File: config.mk
export PLATFORM = sky130hd
export DESIGN_NAME = card_fifo_engine
export DESIGN_NICKNAME = d
export VERILOG_FILES = /design/src/rtl/cfe_pkg.sv /design/src/rtl/cfe_fifo.sv /design/src/rtl/cfe_flags.sv /design/src/rtl/card_fifo_engine.sv
export SDC_FILE = /design/constraint.sdc
export NUM_CORES = 1
export LEC_CHECK = 0
export BUFFER_PORTS_ARGS = -buffer_cell sky130_fd_sc_hd__buf_2
export CAP_MARGIN = 20
export CORE_UTILIZATION = 60
export CTS_BUF_LIST = sky130_fd_sc_hd__clkbuf_2
export DETAILED_ROUTE_END_ITERATION = 10
export HOLD_SLACK_MARGIN = 0.03
export PLACE_DENSITY_LB_ADDON = 0.1
export SYNTH_ARGS = -nofsm -noshare
export SYNTH_HDL_FRONTEND = slang
export SYNTH_HIERARCHICAL = 1
export SYNTH_SLANG_ARGS = --single-unit
export TNS_END_PERCENT = 30
File: constraint.sdc
create_clock -name clk -period 5.25 [get_ports clk]
set_input_delay 1.05 -clock clk [delete_from_list [all_inputs] [get_ports clk]]
set_output_delay 1.05 -clock clk [all_outputs]
set_load 0.01 [all_outputs]
File: src/rtl/cfe_pkg.sv
package cfe_pkg;

    localparam int ADDR_W = 3;

    typedef enum logic [ADDR_W-1:0] {
        A_LEN    = 3'd0,
        A_CTRL   = 3'd1,
        A_REMAIN = 3'd2,
        A_WORDS  = 3'd3,
        A_STATUS = 3'd4,
        A_CLEAR  = 3'd5,
        A_FIFO   = 3'd6,
        A_SPARE  = 3'd7
    } cfe_addr_e;

    // status layout: two sticky end bits, then FIFO flags interleaved tx/rx
    localparam int ST_DATA_END  = 0;
    localparam int ST_BLOCK_END = 1;
    localparam int ST_FIFO_LSB  = 2;

    localparam int FG_ACTIVE = 0;
    localparam int FG_HALF   = 1;
    localparam int FG_FULL   = 2;
    localparam int FG_EMPTY  = 3;
    localparam int FG_AVAIL  = 4;
    localparam int FG_N      = 5;

    localparam int STAT_W = ST_FIFO_LSB + 2 * FG_N;

endpackage

File: src/rtl/cfe_fifo.sv
module cfe_fifo #(
    parameter int DEPTH = 16,
    parameter int WIDTH = 32
) (
    input  logic                       clk,
    input  logic                       rst_n,
    input  logic                       push,
    input  logic [WIDTH-1:0]           push_data,
    input  logic                       pop,
    output logic [WIDTH-1:0]           head,
    output logic [$clog2(DEPTH+1)-1:0] level
);
    // DEPTH must be a power of two: write index wraps by truncation
    localparam int PTR_W = $clog2(DEPTH);
    localparam int LVL_W = $clog2(DEPTH + 1);

    typedef struct packed {
        logic [PTR_W-1:0] rd_ptr;
        logic [LVL_W-1:0] level;
    } fifo_st_t;

    fifo_st_t st_d, st_q;
    logic [WIDTH-1:0] mem_q [DEPTH];
    logic push_ok, pop_ok;
    logic [PTR_W-1:0] wr_idx;

    assign push_ok = push && (st_q.level < LVL_W'(DEPTH));
    assign pop_ok  = pop && (st_q.level != '0);
    assign wr_idx  = st_q.rd_ptr + st_q.level[PTR_W-1:0];
    assign head    = mem_q[st_q.rd_ptr];
    assign level   = st_q.level;

    always_comb begin
        st_d = st_q;
        if (pop_ok) begin
            st_d.rd_ptr = st_q.rd_ptr + 1'b1;
        end
        if (push_ok && !pop_ok) begin
            st_d.level = st_q.level + 1'b1;
        end else if (pop_ok && !push_ok) begin
            st_d.level = st_q.level - 1'b1;
        end
    end

    always_ff @(posedge clk) begin
        if (!rst_n) begin
            st_q <= '0;
        end else begin
            st_q <= st_d;
        end
    end

    always_ff @(posedge clk) begin
        if (push_ok) begin
            mem_q[wr_idx] <= push_data;
        end
    end

    // a push into a full FIFO changes nothing
    p_full_push_r12: assert property (@(posedge clk) disable iff (!rst_n)
        (push && !pop && st_q.level == LVL_W'(DEPTH))
        |=> (st_q.level == LVL_W'(DEPTH)) && $stable(st_q.rd_ptr));

    // a pop of an empty FIFO changes nothing
    p_empty_pop_r12: assert property (@(posedge clk) disable iff (!rst_n)
        (pop && !push && st_q.level == '0)
        |=> (st_q.level == '0) && $stable(st_q.rd_ptr));

    // level never passes the depth
    p_level_bound_r4: assert property (@(posedge clk) disable iff (!rst_n)
        st_q.level <= LVL_W'(DEPTH));

endmodule

File: src/rtl/cfe_flags.sv
module cfe_flags
    import cfe_pkg::*;
#(
    parameter int DEPTH = 16,
    parameter int LVL_W = 5
) (
    input  logic [LVL_W-1:0]  level,
    input  logic              active,
    input  logic              dir_rx,
    output logic [2*FG_N-1:0] flags
);
    for (genvar g = 0; g < 2; g++) begin : g_grp
        logic shown;
        logic half;
        assign shown = active && (dir_rx == (g == 1));
        if (g == 0) begin : g_tx
            assign half = level <= LVL_W'(DEPTH / 2);
        end else begin : g_rx
            assign half = level >= LVL_W'(DEPTH / 2);
        end
        assign flags[2*FG_ACTIVE + g] = shown;
        assign flags[2*FG_HALF   + g] = shown && half;
        assign flags[2*FG_FULL   + g] = shown && (level == LVL_W'(DEPTH));
        assign flags[2*FG_EMPTY  + g] = shown && (level == '0);
        assign flags[2*FG_AVAIL  + g] = shown && (level != '0);
    end

endmodule

File: src/rtl/card_fifo_engine.sv
module card_fifo_engine
    import cfe_pkg::*;
#(
    parameter int FIFO_DEPTH = 16,
    parameter int WORD_BYTES = 4,
    parameter int LEN_W      = 16
) (
    input  logic                  clk,
    input  logic                  rst_n,
    input  logic                  host_wr,
    input  logic                  host_rd,
    input  logic [ADDR_W-1:0]     host_addr,
    input  logic [8*WORD_BYTES-1:0] host_wdata,
    output logic [8*WORD_BYTES-1:0] host_rdata,
    input  logic                  card_rd_ready,
    input  logic [7:0]            card_rd_data,
    output logic                  card_rd_take,
    output logic                  card_wr_valid,
    output logic [7:0]            card_wr_data
);
    localparam int WORD_W = 8 * WORD_BYTES;
    localparam int LVL_W  = $clog2(FIFO_DEPTH + 1);
    localparam int IDX_W  = $clog2(WORD_BYTES);

    typedef struct packed {
        logic              en;
        logic              dir_rx;
        logic [LEN_W-1:0]  len;
        logic [LEN_W-1:0]  rem;
        logic              hold;
        logic              data_end;
        logic              block_end;
        logic [WORD_W-1:0] pack;
        logic [IDX_W-1:0]  pack_idx;
        logic [WORD_W-1:0] unpack;
        logic [IDX_W-1:0]  unpack_left;
    } eng_t;

    eng_t s_d, s_q;

    cfe_addr_e         addr;
    logic              len_wr, ctrl_wr, clear_wr;
    logic              host_fifo_rd, host_fifo_wr, host_touch;
    logic              host_pop, host_push, hold_release;
    logic              rx_step, rx_push, tx_step, tx_pop;
    logic              fifo_push, fifo_pop;
    logic [WORD_W-1:0] fifo_wdata, fifo_head, packed_word;
    logic [LVL_W-1:0]  fifo_level;
    logic              fifo_full;
    logic              flags_active;
    logic [2*FG_N-1:0] fifo_flags;
    logic [STAT_W-1:0] status_word;
    logic [LEN_W:0]    words_sum;

    assign addr         = cfe_addr_e'(host_addr);
    assign len_wr       = host_wr && (addr == A_LEN);
    assign ctrl_wr      = host_wr && (addr == A_CTRL);
    assign clear_wr     = host_wr && (addr == A_CLEAR);
    assign host_fifo_rd = host_rd && (addr == A_FIFO);
    assign host_fifo_wr = host_wr && (addr == A_FIFO);
    assign host_touch   = host_fifo_rd || host_fifo_wr;
    assign host_pop     = host_fifo_rd && (fifo_level != '0);
    assign host_push    = host_fifo_wr && (s_q.rem != '0);
    assign hold_release = host_rd && ((addr == A_STATUS) || (addr == A_WORDS));
    assign fifo_full    = (fifo_level == LVL_W'(FIFO_DEPTH));

    // card-to-host: one byte per cycle into the packing register
    assign rx_step = s_q.en && s_q.dir_rx && (s_q.rem != '0) && card_rd_ready
                     && !s_q.hold && !host_touch && !fifo_full;
    assign rx_push = rx_step && ((s_q.pack_idx == IDX_W'(WORD_BYTES - 1))
                                 || (s_q.rem == LEN_W'(1)));
    assign packed_word = s_q.pack
                       | (WORD_W'(card_rd_data) << {s_q.pack_idx, 3'b000});

    // host-to-card: one byte per cycle out of the unpacking register
    assign tx_step = s_q.en && !s_q.dir_rx && (s_q.rem != '0) && !host_touch
                     && ((s_q.unpack_left != '0) || (fifo_level != '0));
    assign tx_pop  = tx_step && (s_q.unpack_left == '0);

    assign fifo_push  = host_push || rx_push;
    assign fifo_pop   = host_pop || tx_pop;
    assign fifo_wdata = host_push ? host_wdata : packed_word;

    assign card_rd_take  = rx_step;
    assign card_wr_valid = tx_step;
    assign card_wr_data  = (s_q.unpack_left == '0) ? fifo_head[7:0]
                                                   : s_q.unpack[7:0];

    cfe_fifo #(
        .DEPTH (FIFO_DEPTH),
        .WIDTH (WORD_W)
    ) u_fifo (
        .clk       (clk),
        .rst_n     (rst_n),
        .push      (fifo_push),
        .push_data (fifo_wdata),
        .pop       (fifo_pop),
        .head      (fifo_head),
        .level     (fifo_level)
    );

    assign flags_active = s_q.en && !((s_q.rem == '0) && (fifo_level == '0));

    cfe_flags #(
        .DEPTH (FIFO_DEPTH),
        .LVL_W (LVL_W)
    ) u_flags (
        .level  (fifo_level),
        .active (flags_active),
        .dir_rx (s_q.dir_rx),
        .flags  (fifo_flags)
    );

    assign status_word = {fifo_flags, s_q.block_end, s_q.data_end};
    assign words_sum   = {1'b0, s_q.rem} + (LEN_W + 1)'(WORD_BYTES - 1);

    always_comb begin
        s_d = s_q;

        if (rx_step) begin
            s_d.rem = s_q.rem - 1'b1;
            if (rx_push) begin
                s_d.pack     = '0;
                s_d.pack_idx = '0;
            end else begin
                s_d.pack     = packed_word;
                s_d.pack_idx = s_q.pack_idx + 1'b1;
            end
        end

        if (tx_step) begin
            s_d.rem = s_q.rem - 1'b1;
            if (tx_pop) begin
                s_d.unpack      = fifo_head >> 8;
                s_d.unpack_left = IDX_W'(WORD_BYTES - 1);
            end else begin
                s_d.unpack      = s_q.unpack >> 8;
                s_d.unpack_left = s_q.unpack_left - 1'b1;
            end
        end

        if (host_pop) begin
            s_d.hold = 1'b1;
        end
        if (hold_release) begin
            s_d.hold = 1'b0;
        end

        if (clear_wr) begin
            s_d.data_end  = s_q.data_end  & ~host_wdata[ST_DATA_END];
            s_d.block_end = s_q.block_end & ~host_wdata[ST_BLOCK_END];
        end
        if (s_q.en && (s_q.rem == '0)) begin
            s_d.data_end  = 1'b1;
            s_d.block_end = 1'b1;
            if (fifo_level == '0) begin
                s_d.en = 1'b0;
            end
        end

        if (len_wr) begin
            s_d.len = host_wdata[LEN_W-1:0];
        end
        if (ctrl_wr) begin
            s_d.en     = host_wdata[0];
            s_d.dir_rx = host_wdata[1];
            if (host_wdata[0]) begin
                s_d.rem         = s_q.len;
                s_d.pack        = '0;
                s_d.pack_idx    = '0;
                s_d.unpack      = '0;
                s_d.unpack_left = '0;
            end
        end
    end

    always_ff @(posedge clk) begin
        if (!rst_n) begin
            s_q <= '0;
        end else begin
            s_q <= s_d;
        end
    end

    always_comb begin
        host_rdata = '0;
        unique case (addr)
            A_LEN:    host_rdata = WORD_W'(s_q.len);
            A_CTRL:   host_rdata = WORD_W'({s_q.dir_rx, s_q.en});
            A_REMAIN: host_rdata = WORD_W'(s_q.rem);
            A_WORDS:  host_rdata = WORD_W'(words_sum >> IDX_W);
            A_STATUS: host_rdata = WORD_W'(status_word);
            A_FIFO:   host_rdata = (fifo_level != '0) ? fifo_head : '0;
            default:  host_rdata = '0;
        endcase
    end

    // card bytes are taken only when ready and not held off
    p_take_gated_r3: assert property (@(posedge clk) disable iff (!rst_n)
        card_rd_take |-> (card_rd_ready && !s_q.hold));

    // a full receive FIFO stops the card side
    p_full_stalls_r4: assert property (@(posedge clk) disable iff (!rst_n)
        fifo_flags[2*FG_FULL + 1] |-> !card_rd_take);

    // each byte moved lowers the remaining count by one
    p_rem_step_r5: assert property (@(posedge clk) disable iff (!rst_n)
        ((card_rd_take || card_wr_valid) && !ctrl_wr)
        |=> (s_q.rem == $past(s_q.rem) - 1'b1));

    // end flags follow a zero count while enabled
    p_end_flag_r6: assert property (@(posedge clk) disable iff (!rst_n)
        (s_q.en && (s_q.rem == '0)) |=> (s_q.data_end && s_q.block_end));

    // enable drops once count and level are both zero
    p_self_clear_r7: assert property (@(posedge clk) disable iff (!rst_n)
        (s_q.en && (s_q.rem == '0) && (fifo_level == '0) && !ctrl_wr)
        |=> !s_q.en);

    // a host pop arms the hold-off
    p_hold_set_r9: assert property (@(posedge clk) disable iff (!rst_n)
        host_pop |=> s_q.hold);

endmodule

==> results.md, run 1 <==
* Syn nets at 1731
* Reg clk slew, reported paths at 90 ps
* Worst-Skew Late Latency at between 1000 and 1500 ps
* Post-Syn Area at approximately 26000 um^2
* Max-cap viol count at 0
* Fin crit share at between 90% and 100%
* Die area at between 40000 and 50000 um^2
* Setup violators final at 0
* Commonest cells post-synth: edfxtp_1, mux4_2, nand2_1, dfxtp_1, nor2_1
* Crit-path max cell delay at 620 ps
* DRT Wirelength at 67300 um
* Slew @ Worst Pin at around 1100 ps
* Drt pass-1 iters at 6
* Yosys warns at 6
* Worst setup EP type: output port
* Mapped Avg Cell Area at 15.7 um^2
* CORE AREA at 43200 um^2
* RSZ-0062 raised after global routing: false
* Fmax at about 200 MHz
* Netlist cell types at 67
* Post-synth EDFFs at 512
* Min Tclk post-route at 5070 ps
* Wirelength per Cell at 26.1 um
* Clk root buf: clkbuf_2
* Proportion of layout cells with a drive suffix above 1 at about a third
* Clock sink count at 630
* Initial Utilization at 60.8%
* Worst hold path type: in2reg
* Delay-heaviest family, CP: simple AND/OR/NAND/NOR gates
* First-pass GRT wire length at 98300 um
* Buffers on Ports at between 80 and 90
* Top-count cell post-synth: edfxtp_1
* Cts bufs inserted at 157
* Ports at 90
* All-Layer GR Usage at 31.2%
* Final hold slack at 179 ps
* DR DRC count at 0
* Largest driver fanout on the critical path at 5
* Tot Pwr at 8.88 mW
* Status: completed
* Final hold vios at 0
* Vias at 16100
* Die H at ~210 um
* Top_reg_cell synth: edfxtp_1
* # rows at 76
* Vias/cell at 6.22
* Setup TNS at 0 ps
* Crit path DAT at 4020 ps
* DRT iter0 DRCs at 1743
* Area contributors post-synth: edfxtp_1, mux4_2, dfxtp_1
* Max-slew headroom at a little over a fifth
* Gpl congestion at roughly 0.97
* Area leader, netlist: edfxtp_1
* Final Max Slew Viols at 0
* Slowest stage cell, crit path: or4b_2
* Number of nets with antenna violations after routing at 0
* Area share of the largest cell type after synthesis at between 50% and 60%
* Remaining Overflow, GRT at 0
* PwrDens at 304 nW/um^2
* Htree depth at 4
* CP Launch Type: flip-flop
* Pleak at 9.72 nW
* Ys async rst share at 0%
* CP Class: reg2out
* P&R area growth vs syn at 11.4%
* Die X at 211 um
* Worst EP required at 4200 ps
* Nets at between 1500 and 2000
* Hpwl dp at 43100 um
* Vias in the first global route at 15500
* CP Cell Sequence: inv_1, ha_1, or4b_2, nor4_2, a21boi_0, nand2b_1, nor3_1, a21oi_1, o22ai_1, a21o_1, buf_2
* Initial antenna violation count at 3
* Clock skew at 84.8 ps
* Sequential share of the synthesized area at 67.5%
* Final core utilization at 67.7%
* CTS Buffer Depth at 3
* Crit path buf inv count at 2
* Pin count of the biggest net entering global routing at 62
* Yosys reg bits at 630
* Worst IR Drop VDD at 0.000194 V
* Mapped Cells at 1669
* TritonCTS clock tree: yes
==> per-layer routing <==
layer | part of all wire, % | global-route usage [%]
met5 | 0.039 | 0
met4 | 2.1 | 10.6
met3 | 9.1 | 7.72
met2 | 47 | 47.2
met1 | 42 | 44.8
==> cell usage in the layout (no fill, tap or decap), types with 21 or more instances in the layout <==
master / instances
edfxtp_1: 512
clkbuf_2: 239
mux4_2: 128
nand2_1: 125
dfxtp_1: 116
nor2_1: 92
buf_2: 89
a21oi_1: 71
a22oi_1: 64
buf_4: 58
mux2i_1: 50
a31oi_1: 43
clkinv_1: 31
o21ai_1: 30
a211oi_2: 27
and2_1: 24
o21ai_0: 21
==> tightest hold or removal path: cells and delay by family <==
family	cells	cell delay, ps
compound gates	1	140
buf+inv	1	160
simple gates	1	40
==> sequential cells by signal, indices dropped and copies added, names as in the netlist, named ones only <==
register      cells
s_q             105
u_fifo/level      5
u_fifo/mem_q    512
u_fifo/st_q       4
==> where the power goes <==
part,internal [mW],switching [mW]
sequential,5.36,0.0143
clock,1.31,1.92
combinational,0.0931,0.184
==> layout make-up <==
type / instances / area (um^2)
antenna: 1 / 2.50
clock buffer: 239 / 1200
clock inverter: 42 / 230
fill: 3159 / 13900
inverter: 13 / 48.8
multi-input combinational: 896 / 7970
sequential: 630 / 17700
tap: 585 / 732
timing repair buffer: 179 / 1320
==> through the flow <==
step / cell area, um^2 / cells / worst slack [ps]
3_5_place_dp: 27500 / 2274 / 683
2_1_floorplan: 26300 / 1669 / 730
4_1_cts: 29200 / 2575 / 4.97
6_report: 29200 / 2585 / 179
5_1_grt: 29200 / 2585 / 21.4
3_3_place_gp: 27500 / 2274 / 787
==> what timing repair did <==
action,4_1_cts,5_1_grt
hold endpoints to repair,21,0
hold buffers,20,0
pin swaps,0,0
buffers inserted,0,1
gates cloned,0,0
resized for setup,1,3
setup endpoints to repair,1,3
==> path summary, 6_finish.rpt <==
kind / from / to / slack (ps) / cells after the start
worst max-delay path: s_q[71]$_SDFF_PN0_ / host_rdata[4] / 180 / 11
worst min-delay path: card_rd_data[6] / s_q[58]$_SDFF_PN0_ / 180 / 3
worst max register to register: s_q[74]$_SDFF_PN0_ / u_fifo/mem_q[12][24]$_DFFE_PP_ / 1080 / 8
worst min register to register: s_q[69]$_SDFFE_PN0P_ / s_q[69]$_SDFFE_PN0P_ / 460 / 2
==> cell families (layout without fill, tap and decap cells) <==
family	Yosys count	in the layout	synth area share, %
AOI/OAI and AO/OA	306	306	8.02
buffers and inverters	143	473	2.81
other	0	1	0
DFF	630	630	67.5
and+or+nand+nor	366	366	6.89
xor gates and xnor gates	24	24	0.800
muxes	186	186	13.2
adders and majority gates	14	14	0.724
Power figures use the tool's default switching activity.
==> run 2: changes to the inputs <==
--- a/config.mk
+++ b/config.mk
@@ -5,13 +5,16 @@
 export SDC_FILE = /design/constraint.sdc
 export NUM_CORES = 1
 export LEC_CHECK = 0
-export BUFFER_PORTS_ARGS = -buffer_cell sky130_fd_sc_hd__buf_2
+export BUFFER_PORTS_ARGS = -buffer_cell sky130_fd_sc_hd__buf_4
 export CAP_MARGIN = 20
-export CORE_UTILIZATION = 60
+export CELL_PAD_IN_SITES_DETAIL_PLACEMENT = 1
+export CELL_PAD_IN_SITES_GLOBAL_PLACEMENT = 2
+export CORE_UTILIZATION = 48
 export CTS_BUF_LIST = sky130_fd_sc_hd__clkbuf_2
 export DETAILED_ROUTE_END_ITERATION = 10
 export HOLD_SLACK_MARGIN = 0.03
 export PLACE_DENSITY_LB_ADDON = 0.1
+export SLEW_MARGIN = 20
 export SYNTH_ARGS = -nofsm -noshare
 export SYNTH_HDL_FRONTEND = slang
 export SYNTH_HIERARCHICAL = 1
==> results.md, run 2 (synthesized netlist as in run 1, its figures left out) <==
* Wirelength per Cell at 26.9 um
* Vias in the first global route at 16600
* Pleak at between 9 and 10 nW
* CTS Buffer Depth at 3
* Max reg flops at ~510
* FILL cells at 5215
* Proportion of layout cells with a drive suffix above 1 at 31.1%
* Setup violators final at 0
* Min Tclk post-route at 5000 ps
* Setup TNS at 0 ps
* Htree depth at 4
* Largest registers: u_fifo/mem_q: 512 flops, s_q: 105 flops, u_fifo/level: 5 flops
* Slew @ Worst Pin at roughly 1100 ps
* Clock skew at 120 ps
* Drt pass-1 iters at 5
* Vias/cell at 5.89
* P&R area growth vs syn at 13.1%
* Final hold vios at 0
* Die area at around 56000 um^2
* Worst-Skew Late Latency at 1400 ps
* Gpl congestion at 0.832
* Setup ws final at 249 ps
* # rows at 85
* DR DRC count at 0
* Hpwl dp at between 40000 and 50000 um
* Vias at 15900
* Place WS at 792 ps
* Inst Count DP at 2384
* Reg-to-reg critical path startpoint: s_q[71]$_SDFF_PN0_
* Ports at 90
* CP Class: reg2out
* Die X at around 240 um
* FF-to-FF setup slack at about 1100 ps
* RSZ-0062 raised after global routing: false
* All-Layer GR Usage at 26.3%
* Cell Count, Final, Fillers Out at 2701
* Buffers on Ports at 89
* Most flops, register: u_fifo/mem_q
* TritonCTS clock tree: yes
* Fmax at 200 MHz
* Clk root buf: clkbuf_2
* Most common cell after layout, fill and taps aside: edfxtp_1
* PwrDens at 303 nW/um^2
* Crit path DAT at 3950 ps
* Worst EP required at 4200 ps
* Worst hold path type: in2reg
* FF-to-FF path depth at 7
* Remaining Overflow, GRT at 0
* DRT Wirelength at 72600 um
* Initial antenna violation count at 3
* Worst setup endpoint: host_rdata[12]
* Worst IR Drop VDD at ~0.00018 V
* Max-slew headroom at 26.1%
* CP Launch Type: flip-flop
* Worst setup EP type: output port
* Tot Pwr at around 9 mW
* Status: completed
* Worst r2r dst: u_fifo/mem_q[2][28]$_DFFE_PP_
* Pin count of the biggest net entering global routing at between 60 and 70
* Clock sink count at 630
* Cts bufs inserted at ~160
* Number of nets with antenna violations after routing at 0
* Reg clk slew, reported paths at 110 ps
* Initial Utilization at ~50%
* Largest driver fanout on the critical path at 11
* Most frequent cells in the layout: edfxtp_1, clkbuf_2, buf_4
* Die H at 236 um
* DRT iter0 DRCs at 1119
* First-pass GRT wire length at 106000 um
* Max-cap viol count at 0
* Fin crit share at between 90% and 100%
* Final Max Slew Viols at 0
* CORE AREA at ~54000 um^2
* Nets at just under 2000
run 2: cell types whose count changed in the layout (fill, tap and decap cells not counted), sizes merged:
cell / delta
diode: +5
bufinv: +1
clkinv: +18
inv: +3
dlygate4sd3: +6
clkbuf: -22
buf: -6
run 2: layout make-up:
| cell class | count | area, um^2 | area share [%] |
|---|---|---|---|
| Sequential cell | 630 | 17700 | 59.7 |
| Multi-Input combinational cell | 896 | 8000 | 26.9 |
| Timing Repair Buffer | 180 | 1580 | 5.31 |
| Clock buffer | 216 | 1080 | 3.64 |
| Tap cell | 696 | 871 | 2.93 |
| Clock inverter | 64 | 374 | 1.26 |
| Inverter | 13 | 48.8 | 0.164 |
| Antenna cell | 6 | 15.0 | 0.0505 |
run 2: through the flow:
stage / area (um^2) / hold WS (ps) / utilization (%)
3_3_place_gp: 27900 / 438 / 51.7
2_1_floorplan: 26300 / 427 / -
5_1_grt: 29700 / 145 / 55.1
3_5_place_dp: 27900 / 448 / 51.7
4_1_cts: 29600 / 74.1 / 54.9
6_report: 29700 / 233 / 55.1
run 2: worst max-delay path, cell delays in order, from the launching register on:
cell      delay [ps]
dfxtp_4          550
buf_4            330
mux4_2           570
a22oi_1          350
nand2_1          320
nand2_1          160
o221ai_1         140
buf_4            190
run 2: how the worst min path moves through the flow:
stage / slack, ps / depth (start not counted) / endpoint / startpoint
5_1_grt: 150 / 4 / u_fifo/mem_q[0][18]$_DFFE_PP_ / host_wdata[18]
4_1_cts: 70 / 4 / u_fifo/mem_q[2][25]$_DFFE_PP_ / host_wdata[25]
2_1_floorplan: 430 / 2 / s_q[69]$_SDFFE_PN0P_ / s_q[69]$_SDFFE_PN0P_
3_3_place_gp: 440 / 2 / s_q[69]$_SDFFE_PN0P_ / s_q[69]$_SDFFE_PN0P_
3_5_place_dp: 450 / 2 / s_q[68]$_SDFFE_PN0P_ / s_q[68]$_SDFFE_PN0P_
6_report: 230 / 3 / u_fifo/mem_q[13][29]$_DFFE_PP_ / host_wdata[29]
run 2: timing repair:
action                                  4_1_cts  5_1_grt
endpoints found under the hold margin        59        0
endpoints found under the setup margin        4        9
resized for setup                             2        1
hold buffers                                 26        0
setup buffers                                 0        3
gates cloned                                  0        1
run 2: report_power, final:
group | switching [mW] | leakage, nW | internal (mW)
Clock | 2.04 | 1.08 | 1.29
Sequential | 0.0152 | 5.26 | 5.36
Combinational | 0.180 | 3.42 | 0.102
run 2: routing by layer:
layer  share of wire (%)  wire [um]  vias to the layer above  track usage [%]
met3                 5.8       4180                      107             6.87
li1                    -          -                     7082                -
met1                  43      31000                     8254             34.6
met4                 2.7       1960                        2             10.5
met5               0.023         17                        -                0
met2                  49      35400                      458             41.8
==> run 3: changes to the inputs <==
--- a/config.mk
+++ b/config.mk
@@ -13,7 +13,8 @@
 export CTS_BUF_LIST = sky130_fd_sc_hd__clkbuf_2
 export DETAILED_ROUTE_END_ITERATION = 10
 export HOLD_SLACK_MARGIN = 0.03
-export PLACE_DENSITY_LB_ADDON = 0.1
+export MAX_ROUTING_LAYER = met4
+export PLACE_DENSITY = 0.88
 export SLEW_MARGIN = 20
 export SYNTH_ARGS = -nofsm -noshare
 export SYNTH_HDL_FRONTEND = slang
==> results.md, run 3 (synthesized netlist as in run 1, its figures left out) <==
* Htree depth at 4
* Initial antenna violation count at 3
* FF-to-FF setup slack at 980 ps
* Setup ws final at ~63 ps
* Number of nets with antenna violations after routing at 0
* Status: completed
* Area taken by multi-input logic gates at roughly 8000 um^2
* Proportion of layout cells with a drive suffix above 1 at a little under a third
* Reg area at 17700 um^2
* PwrDens at 308 nW/um^2
* Initial Utilization at 48.7%
* Crit-path max cell delay at 860 ps
* DRT iter0 DRCs at ~2000
* Setup violators final at 0
* Drt pass-1 iters at 7
* Buffers on Ports at 89
* Setup TNS at 0 ps
* TritonCTS clock tree: yes
* Clk root buf: clkbuf_2
* Max reg flops at 512
* Gpl congestion at 0.885
* DRT Wirelength at 77400 um
* Final hold vios at 0
* CORE AREA at 53900 um^2
* Pin count of the biggest net entering global routing at 51
* Reg-to-reg critical path startpoint: u_fifo/level[1]$_SDFFE_PN0P_
* # rows at 85
* Fmax at 193 MHz
* Vias in the first global route at 17100
* Wirelength per Cell at 28.8 um
* Nets at just under 2000
* Clock skew at 128 ps
* Worst min-delay path startpoint: host_addr[2]
* Min Tclk post-route at 5190 ps
* Die area at 55700 um^2
* Worst IR Drop VDD at 0.000188 V
* Ports at 90
* CP Class: reg2out
* Largest driver fanout on the critical path at 45
* Reg clk slew, reported paths at 100 ps
* FILL cells at 5188
* Clock sink count at 630
* Tot Pwr at 9.15 mW
* Worst r2r dst: u_fifo/mem_q[2][22]$_DFFE_PP_
* Most flops, register: u_fifo/mem_q
* P&R area growth vs syn at 13.2%
* Vias at 16600
* Hpwl dp at 48600 um
* Inst Count DP at about 2400
* Hold path endpoint: s_q[69]$_SDFFE_PN0P_
* Hold Crit Depth at 4
* Delay-heaviest family, CP: compound AO/OA/AOI/OAI gates
* Final Max Slew Viols at 0
* First-pass GRT wire length at between 100000 and 150000 um
* Crit path buf inv count at 1
* Max-slew headroom at about 27%
* Cts bufs inserted at 150
* Most frequent cells in the layout: edfxtp_1, clkbuf_2, buf_4
* Max-cap viol count at 0
* Worst-Skew Late Latency at 1390 ps
* Crit path DAT at roughly 4100 ps
* CP Launch Type: flip-flop
* Slew @ Worst Pin at roughly 1100 ps
* Place WS at 560 ps
* Worst EP required at 4200 ps
* CP Cell Sequence: mux4_2, a22oi_1, nand2_1, a221oi_1, o21ai_0, buf_4
* Worst setup EP type: output port
* Most common cell after layout, fill and taps aside: edfxtp_1
* DR DRC count at 0
* Vias/cell at 6.19
* Fin crit share at between 90% and 100%
* Slowest stage cell, crit path: dfxtp_4
* Remaining Overflow, GRT at 0
* All-Layer GR Usage at 28.3%
* Cell Count, Final, Fillers Out at 2689
* FF-to-FF path depth at 8
* Worst hold path type: in2reg
* Largest registers: u_fifo/mem_q: 512 flops, s_q: 105 flops, u_fifo/level: 5 flops
* Final hold slack at 202 ps
* CTS Buffer Depth at 3
* Pleak at 9.76 nW
* Die X at 236 um
* Die H at 236 um
[run 3: changes by cell type in the layout (fill, tap and decap cells not counted), moves of 4 or more]
cell,change
clkinv_2,-4
mux2i_1,-4
clkinv_1,-5
buf_4,+7
bufinv_16,+4
mux2i_2,+4
inv_6,-4
[run 3: per-stage QoR]
step | cell area [um^2] | utilization [%]
after floorplan | 26300 | -
after global placement | 27900 | 51.7
after detailed placement | 27900 | 51.7
after CTS | 29700 | 55.1
after global routing | 29700 | 55.2
final | 29700 | 55.2
[run 3: where the power goes]
group	switching, mW	leakage, nW	internal (mW)
sequential	0.0159	5.26	5.36
clock	2.04	1.07	1.44
combinational	0.186	3.44	0.105
total	2.25	9.76	6.91
[run 3: worst register-to-register path, cell delays in order (launching register included)]
cell	delay, ps
dfxtp_1	670
nor4_1	180
a211oi_1	530
o2111ai_1	270
nand2_1	150
nor2b_1	540
nand3b_1	550
nor2_4	730
buf_4	340
[run 3: metal layers]
layer	track usage (%)	part of all wire, %
met5	-	0
met4	10.6	3.3
met3	5.96	8.3
met2	44.6	49
met1	36.1	40
[run 3: how the worst max path moves through the flow]
| stage | from | endpoint | depth (start not counted) |
|---|---|---|---|
| global placement | host_addr[1] | u_fifo/mem_q[2][30]$_DFFE_PP_ | 9 |
| CTS | flip-flop | card_wr_data[5] | 6 |
| floorplan | host_rd | u_fifo/mem_q[4][0]$_DFFE_PP_ | 7 |
| global route | flip-flop | host_rdata[0] | 6 |
| finish | flip-flop | host_rdata[0] | 6 |
| detailed placement | host_addr[1] | u_fifo/mem_q[2][27]$_DFFE_PP_ | 9 |
[run 3: area by class of cell]
class | instances | area share, %
diodes | 3 | 0.0252
clock buffers | 213 | 3.58
clock inverters | 54 | 1.37
inverters | 13 | 0.164
multi-input cells | 896 | 27.0
flip-flops and latches | 630 | 59.7
well taps | 696 | 2.93
repair buffers | 184 | 5.24
[run 3: repair_timing]
action                     CTS  global route
buffers inserted             8             0
hold endpoints to repair    64             0
resized for setup            3             2
hold buffers                26             0
cloned                       0             0
setup endpoints to repair   37             3
